--- src/rtl/adc_rd_pkg.sv ---
// Package: shared types and helpers for the ADC conversion-read host.
// Assumes a 24-bit frame: one control byte followed by two data bytes.
package adc_rd_pkg;
    typedef enum logic [0:0] {ST_IDLE, ST_XFER} rd_state_t;

    localparam int FRAME_BITS = 24;
    localparam int CTRL_BITS  = 8;

    // Builds the control byte: start bit, channel, polarity, input type, external-clock code.
    function automatic logic [7:0] make_ctrl(input logic [2:0] ch, input logic uni, input logic sgl);
        return {1'b1, ch, uni, sgl, 2'b11};
    endfunction
endpackage

--- src/rtl/adc_rd_tick.sv ---
// Module: half-period tick generator for the serial clock.
// Assumes half >= 1 and that half stays constant while run is high.
module adc_rd_tick #(
    parameter int DIV_W = 16
) (
    input  logic             clk,
    input  logic             rst_n,
    input  logic             run,
    input  logic [DIV_W-1:0] half,
    output logic             tick
);
    logic [DIV_W-1:0] cnt_q;

    assign tick = run && (cnt_q == half - 1'b1);

    // Counts system cycles within one half-period; restarts whenever idle.
    always_ff @(posedge clk) begin
        if (!rst_n || !run) cnt_q <= '0;
        else if (tick)      cnt_q <= '0;
        else                cnt_q <= cnt_q + 1'b1;
    end
endmodule

--- src/rtl/adc_rd_shift.sv ---
// Module: transmit and receive shift registers for one frame.
// Assumes load, rise and fall are mutually exclusive single-cycle strobes.
module adc_rd_shift #(
    parameter int FRAME = 24,
    parameter int CTRL  = 8
) (
    input  logic             clk,
    input  logic             rst_n,
    input  logic             load,
    input  logic [CTRL-1:0]  ctrl,
    input  logic             rise,
    input  logic             fall,
    input  logic             miso,
    output logic             mosi,
    output logic [FRAME-1:0] rx_word
);
    logic [FRAME-1:0] tx_q;

    assign mosi = tx_q[FRAME-1];

    // Transmit: load control byte and zero padding, advance on each falling edge.
    always_ff @(posedge clk) begin
        if (!rst_n)    tx_q <= '0;
        else if (load) tx_q <= {ctrl, {(FRAME-CTRL){1'b0}}};
        else if (fall) tx_q <= {tx_q[FRAME-2:0], 1'b0};
    end

    // Receive: clear at frame start, sample miso on each rising edge.
    always_ff @(posedge clk) begin
        if (!rst_n)    rx_word <= '0;
        else if (load) rx_word <= '0;
        else if (rise) rx_word <= {rx_word[FRAME-2:0], miso};
    end
endmodule

--- src/rtl/adc_rd_window.sv ---
// Module: conversion-window timer; flags a span longer than LIMIT cycles.
// Assumes open precedes close within a frame; late holds until the next open.
module adc_rd_window #(
    parameter int LIMIT = 15000,
    parameter int W     = 16
) (
    input  logic clk,
    input  logic rst_n,
    input  logic open,
    input  logic close,
    output logic late
);
    logic [W-1:0] cnt_q;
    logic         on_q;

    // Runs a saturating counter between open and close, judging it at close.
    always_ff @(posedge clk) begin
        if (!rst_n) begin
            cnt_q <= '0;
            on_q  <= 1'b0;
            late  <= 1'b0;
        end else if (open) begin
            cnt_q <= '0;
            on_q  <= 1'b1;
            late  <= 1'b0;
        end else if (close && on_q) begin
            on_q  <= 1'b0;
            late  <= (cnt_q >= W'(LIMIT));
        end else if (on_q && (cnt_q != {W{1'b1}})) begin
            cnt_q <= cnt_q + 1'b1;
        end
    end
endmodule

--- src/rtl/adc_read_ctrl.sv ---
// Module: SPI mode-0 host that runs one 24-bit conversion-read frame per start.
// Assumes the converter launches data on falling sclk; system clock is CLK_HZ.
module adc_read_ctrl
    import adc_rd_pkg::*;
#(
    parameter int CLK_HZ      = 125_000_000,
    parameter int SCLK_MAX_HZ = 2_000_000,
    parameter int SCLK_MIN_HZ = 100_000,
    parameter int WINDOW_US   = 120,
    parameter int DIV_W       = 16,
    parameter int RES_W       = 12
) (
    input  logic             clk,
    input  logic             rst_n,
    input  logic             start,
    input  logic [2:0]       chan_sel,
    input  logic             unipolar,
    input  logic             single_ended,
    input  logic [DIV_W-1:0] div_half,
    input  logic             miso,
    output logic             sclk,
    output logic             mosi,
    output logic             cs_n,
    output logic             busy,
    output logic [RES_W-1:0] result,
    output logic             result_valid,
    output logic             timeout
);
    localparam int MIN_HALF  = (CLK_HZ + 2*SCLK_MAX_HZ - 1) / (2*SCLK_MAX_HZ);
    localparam int MAX_HALF  = CLK_HZ / (2*SCLK_MIN_HZ);
    localparam int WIN_LIMIT = (CLK_HZ / 1_000_000) * WINDOW_US;
    localparam int WIN_W     = $clog2(WIN_LIMIT + 1) + 1;
    localparam int BIT_W     = $clog2(FRAME_BITS + 1);
    localparam int RES_LSB   = 3;
    localparam int RES_MSB   = RES_LSB + RES_W - 1;

    rd_state_t            state_q;
    logic                 sclk_q;
    logic                 cs_q;
    logic [BIT_W-1:0]     bits_q;
    logic [DIV_W-1:0]     half_q;
    logic [DIV_W-1:0]     half_clamped;
    logic                 tick, rise, fall, accept, late;
    logic [FRAME_BITS-1:0] rx_word;

    assign accept = (state_q == ST_IDLE) && start;
    assign rise   = tick && !sclk_q;
    assign fall   = tick && sclk_q;
    assign sclk   = sclk_q;
    assign cs_n   = cs_q;
    assign busy   = (state_q != ST_IDLE);

    // Clamps the requested half-period into the legal serial clock band.
    always_comb begin
        if (div_half < DIV_W'(MIN_HALF))      half_clamped = DIV_W'(MIN_HALF);
        else if (div_half > DIV_W'(MAX_HALF)) half_clamped = DIV_W'(MAX_HALF);
        else                                  half_clamped = div_half;
    end

    adc_rd_tick #(.DIV_W(DIV_W)) u_tick (
        .clk(clk), .rst_n(rst_n), .run(busy), .half(half_q), .tick(tick)
    );

    adc_rd_shift #(.FRAME(FRAME_BITS), .CTRL(CTRL_BITS)) u_shift (
        .clk(clk), .rst_n(rst_n), .load(accept),
        .ctrl(make_ctrl(chan_sel, unipolar, single_ended)),
        .rise(rise), .fall(fall), .miso(miso), .mosi(mosi), .rx_word(rx_word)
    );

    adc_rd_window #(.LIMIT(WIN_LIMIT), .W(WIN_W)) u_window (
        .clk(clk), .rst_n(rst_n),
        .open(fall && (bits_q == BIT_W'(CTRL_BITS))),
        .close(rise && (bits_q == BIT_W'(FRAME_BITS - 1))),
        .late(late)
    );

    // Frame sequencer: chip select, sclk phase, bit count and result hand-off.
    always_ff @(posedge clk) begin
        if (!rst_n) begin
            state_q      <= ST_IDLE;
            sclk_q       <= 1'b0;
            cs_q         <= 1'b1;
            bits_q       <= '0;
            half_q       <= DIV_W'(MIN_HALF);
            result       <= '0;
            result_valid <= 1'b0;
            timeout      <= 1'b0;
        end else begin
            result_valid <= 1'b0;
            timeout      <= 1'b0;
            case (state_q)
                ST_IDLE: begin
                    if (start) begin
                        state_q <= ST_XFER;
                        cs_q    <= 1'b0;
                        sclk_q  <= 1'b0;
                        bits_q  <= '0;
                        half_q  <= half_clamped;
                    end
                end
                ST_XFER: begin
                    if (rise) begin
                        sclk_q <= 1'b1;
                        bits_q <= bits_q + 1'b1;
                    end else if (fall) begin
                        sclk_q <= 1'b0;
                        if (bits_q == BIT_W'(FRAME_BITS)) begin
                            state_q      <= ST_IDLE;
                            cs_q         <= 1'b1;
                            result       <= rx_word[RES_MSB:RES_LSB];
                            result_valid <= 1'b1;
                            timeout      <= late;
                        end
                    end
                end
                default: state_q <= ST_IDLE;
            endcase
        end
    end
endmodule

--- config.mk ---
export PLATFORM = sky130hd
export DESIGN_NAME = adc_read_ctrl
export DESIGN_NICKNAME = d
export VERILOG_FILES = /design/src/rtl/adc_rd_pkg.sv /design/src/rtl/adc_rd_tick.sv /design/src/rtl/adc_rd_shift.sv /design/src/rtl/adc_rd_window.sv /design/src/rtl/adc_read_ctrl.sv
export SDC_FILE = /design/constraint.sdc
export NUM_CORES = 1
export LEC_CHECK = 0
export CORE_MARGIN = 2
export CORE_UTILIZATION = 60
export CTS_BUF_LIST = sky130_fd_sc_hd__clkbuf_4
export DETAILED_ROUTE_END_ITERATION = 10
export PLACE_DENSITY = 0.86
export SYNTH_ARGS = -nofsm -noshare
export SYNTH_HDL_FRONTEND = slang
export SYNTH_HIERARCHICAL = 1
export SYNTH_SLANG_ARGS = --single-unit
--- constraint.sdc ---
create_clock -name clk -period 4 [get_ports clk]
set_clock_uncertainty 0.05 [all_clocks]
set_input_delay 0.4 -clock clk [delete_from_list [all_inputs] [get_ports clk]]
set_output_delay 0.4 -clock clk [all_outputs]
set_load 0.1 [all_outputs]
**After elaboration in Yosys (flattened, before gate mapping)**

Cells that the tools add are included.
Widths: inputs -> output; s select.

- Input port bits: 25
- Flip-flop bits (word level): 94
- Word-level logic and storage cells: 86
- Output and inout port bits: 18

- Order comparisons: 3
- Add/sub/neg operators: 4
- Reduce and logical (&&, ||, !) cells: 25
- Bitwise gates (word level): 6
- Equal/unequal tests: 11
- Multiplexer cells: 23

Operators with widths:

| kind | number |
|---|---|
| $mux 24 | 2 |
| $mux 16 | 2 |
| $add 16x1->16 const B | 1 |
| $eq 16x16->1 | 1 |
| $gt 16x10->1 const B | 1 |
| $lt 16x6->1 const B | 1 |
| $sub 16x1->16 const B | 1 |
| $add 15x1->15 const B | 1 |
| $ge 15x14->1 const B | 1 |
| $ne 15x15->1 const B | 1 |
| $mux 1 | 13 |
| $eq 5x5->1 const B | 2 |
| $mux 5 | 2 |
| $pmux 5 s2 | 1 |
| $logic_and 1x1->1 | 8 |
| $reduce_and 2->1 | 4 |
| $reduce_and 4->1 | 2 |
| $ne 2x1->1 const B | 3 |
| $not 1->1 | 6 |
| $pmux 1 s2 | 3 |
| $reduce_or 2->1 | 3 |
| $add 5x1->5 const B | 1 |
| $eq 5x4->1 const B | 1 |
| $reduce_or 5->1 | 1 |
| 6 further kinds | 10 |

**Depth between registers and ports, before layout**

Gate-level depths: netlist of run 1.

- Word-level depth: 8
- Depth in mapped cells: 13
- Gate-level depth less buffers: 13

**Cells and area by module**

The synthesis of run 1 kept the hierarchy.

By module, submodules not included:

| module | seq. area each (um^2) | cells each | instances | area each (um^2) |
|---|---|---|---|---|
| adc_read_ctrl | 760.7 | 152 | 1 | 1450.1 |
| adc_rd_shift | 640.6 | 114 | 1 | 1286.2 |
| adc_rd_tick | 320.3 | 153 | 1 | 1246.2 |
| adc_rd_window | 340.3 | 105 | 1 | 894.6 |

**Least setup slack after synthesis of run 1**

No wires, ideal clock.

- Path type: flip-flop to flip-flop
- Start: register half_q[0]
- End: register u_window.cnt_q[5]
- Stages on the path, launching flop included: 14
- Arrival time: 3.453 ns
- Data required time: 3.880 ns
- Period minus slack after synthesis: 3.573 ns
- Setup time: 0.070 ns
- Path buffers: 0
- Slack: 0.427 ns
- Cells stage by stage: dfxtp_1 > inv_1 > ha_1 > nor4b_2 > nand2_1 > o211a_1 > o22ai_1 > nor4_1 > nor2b_1 > and4_1 > and2b_1 > nand3_1 > or4_2 > a21oi_1

- Longest elaborated chain between the ends: 8
- Elaborated cells between the ends (all ways): 11
- Classes of those cells: add/sub (1); eq/ne (1); bitwise (1); reduce/logical (8)

Ends and longest elaborated chain:

| item | RTL line | text |
|---|---|---|
| start, declared | adc_read_ctrl.sv:41 | `logic [DIV_W-1:0] half_q;` |
| start signal, assigned | adc_read_ctrl.sv:84 | `half_q <= DIV_W'(MIN_HALF);` |
| start signal, assigned | adc_read_ctrl.sv:98 | `half_q <= half_clamped;` |
| $sub 16x1->16 | adc_rd_tick.sv:14 | `assign tick = run && (cnt_q == half - 1'b1);` |
| $eq 16x16->1 | adc_rd_tick.sv:14 |  |
| $logic_and 1x1->1 | adc_rd_tick.sv:14 |  |
| via tick | adc_read_ctrl.sv:43 | `logic tick, rise, fall, accept, late;` |
| $logic_and 1x1->1 | adc_read_ctrl.sv:47 | `assign rise = tick && !sclk_q;` |
| via rise | adc_read_ctrl.sv:43 |  |
| $logic_and 1x1->1 | adc_read_ctrl.sv:73 | `.close(rise && (bits_q == BIT_W'(FRAME_BITS - 1))),` |
| $logic_and 1x1->1 | adc_rd_window.sv:26 | `end else if (close && on_q) begin` |
| $not 1->1 (no line) | n/a |  |
| $reduce_and 2->1 (no line) | n/a |  |
| end signal, assigned | adc_rd_window.sv:30 | `cnt_q <= cnt_q + 1'b1;` |
| end, declared | adc_rd_window.sv:13 | `logic [W-1:0] cnt_q;` |

The timed path passes the listed nets, and every way through them passes these cells.
A chain may end at the register's enable or synchronous reset.

**Final worst setup path of run 1**

- Start: register half_q[2]
- End: register u_window.cnt_q[5]

The elaborated chain is that of the path after synthesis.

==> results of run 1 <==
-- where the power goes --
group | switching (mW) | internal [mW] | total [mW]
clock network | 0.360 | 0.150 | 0.510
logic | 0.0814 | 0.0636 | 0.145
registers | 0.0120 | 0.949 | 0.961
total | 0.453 | 1.16 | 1.62
-- layer usage --
metal	GRT usage	wire length (um)	vias up	part of all wire
met5	0	0	-	0
met1	0.311	4310	1814	0.44
li1	-	-	1872	-
met2	0.415	4720	108	0.49
met4	0.0631	165	0	0.017
met3	0.0498	525	19	0.054
-- worst min path at each step --
stage | startpoint | to | slack, ns | depth (start not counted)
detailed placement | cs_n | cs_n | 0.39 | 2
CTS | cs_n | cs_n | 0.42 | 2
global route | cs_n | cs_n | 0.45 | 2
finish | cs_n | cs_n | 0.42 | 2
floorplan | u_window/late | timeout | 0.38 | 1
global placement | cs_n | cs_n | 0.40 | 2
-- sequential cells by signal, indices dropped and copies added, names as in the netlist --
| signal | flops |
|---|---|
| half_q | 16 |
| u_tick/cnt_q | 16 |
| u_shift/rx_word | 15 |
| u_window/cnt_q | 15 |
| result | 12 |
| u_shift/tx_q | 8 |
| bits_q | 5 |
| busy | 1 |
| cs_n | 1 |
| result_valid | 1 |
| sclk | 1 |
| timeout | 1 |
| u_window/late | 1 |
| u_window/on_q | 1 |
-- layout make-up --
type	count	area [um^2]
Sequential cell	94	1880
Multi-Input combinational cell	365	2510
Tap cell	99	124
Clock buffer	9	67.6
Fill cell	571	2130
Inverter	17	63.8
Clock inverter	7	80.1
Timing Repair Buffer	49	473
-- placed cells by master, fill, tap and decap left out, drive strengths merged, types with 11 or more instances in the layout --
cell type	instances
a21oi	21
dfxtp	94
nand3	19
nor2	53
nand2	33
a22o	12
inv	20
xor2	17
nor3	11
clkdlybuf4s50	42
o21ai	14
mux2i	18
xnor2	16
-- critical path: stages (launching register included) --
cell      delay (ns)
dfxtp_1         0.43
or4_1           0.63
nor4_4          0.29
a21oi_1         0.14
o211ai_1        0.34
nor4_1          0.10
buf_4           0.17
nor2b_2         0.15
and4_1          0.22
and2b_1         0.28
nand3_1         0.14
or4_2           0.62
a21oi_1         0.18
-- repair_timing --
action / 4_1_cts / 5_1_grt
endpoints found under the setup margin: 0 / 11
hold buffers: 0 / 0
gates resized for setup: 0 / 3
-- stage by stage --
step	utilization	hold slack [ns]	instance area, um^2	instances	setup WS [ns]
2_1_floorplan	-	0.381	4580	499	0.427
4_1_cts	0.707	0.422	5180	640	0.0281
5_1_grt	0.710	0.449	5200	640	0.00627
3_3_place_gp	0.687	0.397	5040	624	0.276
6_report	0.710	0.420	5200	640	0.202
3_5_place_dp	0.687	0.394	5040	624	0.0432
==> metrics, run 1 <==
Die H=91.3 um; DRT antenna net count=0; TNS Setup=0 ns; Crit Reg-Reg Endpoint=u_window/cnt_q[5]; Post-CTS Setup Bufs=0; R2R cell count=12; CTS tree=built; Post-Syn Instances=497; clock buffer depth=2; die area=8340 um^2; Rows=31; Pleak=1.92 nW; DR vias=3813; vias in the first global route=3621; area of the mapped netlist=roughly 4600 um^2; WS Path Type=reg -> reg; clock transition at the registers of the reported paths=0.16 ns; Sink Count=94; die width=91.3 um; RSZ-0062 raised after global routing=no; Slew Limit Fails=0; CTS HTree Levels=3; Mean Syn Cell Area=9.20 um^2; DRC=0; first-pass GRT wire length=16.7 mm; ant diodes=0; largest net degree at the start of global routing=31; Num CTS Buffers=9; critical path capture point type=register; Synth warnings=6; Detailed Place HPWL=7.01 mm; GRT Total Usage=0.242; Power Total=~1.6 mW; CP arrival=4.13 ns; CORE AREA=7330 um^2; Hold Vio Cnt, Final=0; clk_lat worst skew=0.45 ns; status=completed; PwrDens=310 nW/um^2; r2r setup slk=0.20 ns; Total Wirelength=9.73 mm; area grow syn2layout=13.8%; PortBufs=42; setup violators final=0; gr ovfl total=0; Tmin final=3.80 ns; 1st-iter DRT viols=244; max_cap viols=0; Worst Tran Pin Value=0.985 ns; Max transition margin=0.341; DRT Pass-1 Iters=7; CP Max Fanout=9; Critical path destination=u_window/cnt_q[5]; VDD IR max=0.222 mV; critical path launch point=half_q[2]; top-level port count=43; nets@finish=567; min-delay worst type=reg -> reg; GP Congestion=around 0.88; post-DR vias/cell=roughly 6.0; Max Fclk=about 0.26 GHz; Setup crit start kind=register; Final period util=0.949; CP required=4.33 ns; reg2reg start=half_q[2]; routed len/inst=15.2 um; antenna violations before repair=0; Root Driver=clkbuf_4; Initial Utilization=0.624; fraction of layout instances using a drive strength above 1=0.0906
(Power assumes the default switching activity.)
==> inputs of run 2 (changes only) <==
==> constraint.sdc (replaced) <==
create_clock -name clk -period 3.65 [get_ports clk]
set_clock_uncertainty 0.05 [all_clocks]
set_input_delay 0.365 -clock clk [delete_from_list [all_inputs] [get_ports clk]]
set_output_delay 0.365 -clock clk [all_outputs]
set_load 0.1 [all_outputs]
==> metrics, run 2 (synthesized netlist as in run 1, its figures left out) <==
Critical path destination=u_window/cnt_q[8]; clk_lat worst skew=0.44 ns; routed len/inst=15.8 um; critical path capture point type=register; CP max stage delay=around 0.62 ns; Net Sw Frac=0.282; Place WS=-0.0670 ns; Hold Vio Cnt, Final=0; CP bufs+invs=1; delay-heaviest family, CP=simple AND/OR/NAND/NOR gates; vias in the first global route=3816; gr ovfl total=0; Root Driver=clkbuf_4; CP Max Fanout=10; Pleak=2.00 nW; Detailed Place HPWL=7.23 mm; VDD IR max=0.262 mV; most frequent cells in the layout=dfxtp_1, nor2_1, clkdlybuf4s50_1; R2R cell count=12; CORE AREA=7330 um^2; area grow syn2layout=17.0%; critical path launch point=half_q[0]; r2r setup slk=0.15 ns; Tmin final=3.50 ns; clock transition at the registers of the reported paths=about 0.17 ns; Total Wirelength=10.3 mm; Cell Int Power=1.28 mW; CP arrival=~3.8 ns; CP required=3.99 ns; GR Util met3=0.0481; WS Path Type=reg -> reg; DRT Pass-1 Iters=5; WHS Path Cells=2; Max transition margin=0.338; CP Cell Sequence=or4_4 -> nor4_4 -> a21oi_1 -> o211ai_1 -> nor4_2 -> buf_4 -> nor2b_2 -> and4_4 -> and3b_2 -> nand2_4 -> or4_2 -> a21oi_1; Die H=91.3 um; DRT antenna net count=0; CTS tree=built; most frequent CP cell=a21oi_1; GRT met2 Usage=0.423; die width=just over 90 um; Rows=31; max_cap viols=0; status=completed; CTS HTree Levels=3; min-delay worst type=reg -> reg; fraction of layout instances using a drive strength above 1=0.139; top-level port count=43; nets@finish=579; Crit path depth=12; DRC=0; Num CTS Buffers=9; setup violators final=0; ant diodes=0; post-DR vias/cell=6.05; GRT Total Usage=0.250; CTS Hold Bufs=0; Sink Count=94; PortBufs=42; Crit Reg-Reg Endpoint=u_window/cnt_q[8]; setup ws final=0.153 ns; Setup crit start kind=register; clock buffer depth=2; Initial Utilization=0.624; post-route cell area=5350 um^2; Final period util=0.958; TNS Setup=0 ns; met1 usage=0.311; Max Fclk=approximately 0.29 GHz; PwrDens=333 nW/um^2; Fill cells=536; Sequential Power Share=0.589; die area=8340 um^2; 1st-iter DRT viols=267; NetSw=0.504 mW; CP max stage cell=or4_2; Logic pwr share=0.097; Slew Limit Fails=0; Worst Tran Pin Value=between 0.9 and 1 ns; first-pass GRT wire length=17.1 mm; commonest non-fill, non-tap cell in the layout=dfxtp_1; DR vias=3944; Largest regs=half_q x16, u_tick/cnt_q x16; utilization after layout=0.730; largest net degree at the start of global routing=24; busiest grt layer=met2; reg2reg start=half_q[0]; Clock power frac=0.314; GP Congestion=0.879; antenna violations before repair=0; area post-placement=roughly 5000 um^2
[run 2: repair_timing]
item                                    4_1_cts  5_1_grt
endpoints found under the setup margin        3       35
pin swaps                                     0        4
resized for setup                             2       19
setup buffers                                 0        2
[run 2: worst reg2reg max path: cells and delay by family (launching register included)]
family	cells	cell delay, ns
and+or+nand+nor	8	2.33
AOI/OAI and AO/OA	3	0.52
DFF	1	0.39
buffers and inverters	1	0.16
[run 2: stage by stage]
step           instances  hold slack (ns)  power [mW]
2_1_floorplan        499            0.381        1.17
3_3_place_gp         634            0.395        1.23
3_5_place_dp         634            0.394        1.23
4_1_cts              650            0.420        1.79
5_1_grt              652            0.434        1.84
6_report             652            0.417        1.78
[run 2: worst min-delay path by stage]
stage	startpoint	to	slack [ns]
2_1_floorplan	u_window/late	timeout	0.38
3_5_place_dp	cs_n	cs_n	0.39
4_1_cts	cs_n	cs_n	0.42
6_report	cs_n	cs_n	0.42
3_3_place_gp	cs_n	cs_n	0.40
5_1_grt	cs_n	cs_n	0.43
[run 2: area by class of cell]
class                           count  area [um^2]  area share
Inverter                           17         63.8      0.0119
Timing Repair Buffer               61          563       0.105
Sequential cell                    94         1890       0.353
Clock inverter                      7         75.1      0.0140
Multi-Input combinational cell    365         2570       0.480
Tap cell                           99          124      0.0231
Clock buffer                        9         67.6      0.0126
[run 2: layer usage]
| layer | wire length, um | part of all wire |
|---|---|---|
| met2 | 5010 | 0.49 |
| met1 | 4470 | 0.43 |
| met5 | 0 | 0 |
| met3 | 585 | 0.057 |
| met4 | 263 | 0.025 |
[run 2: power groups by stage]
stage	registers (mW)	clock network (mW)	logic, mW
floorplan	1.09	0	0.0856
global placement	1.07	0	0.160
detailed placement	1.07	0	0.164
CTS	1.05	0.573	0.167
global route	1.05	0.605	0.185
finish	1.05	0.560	0.174
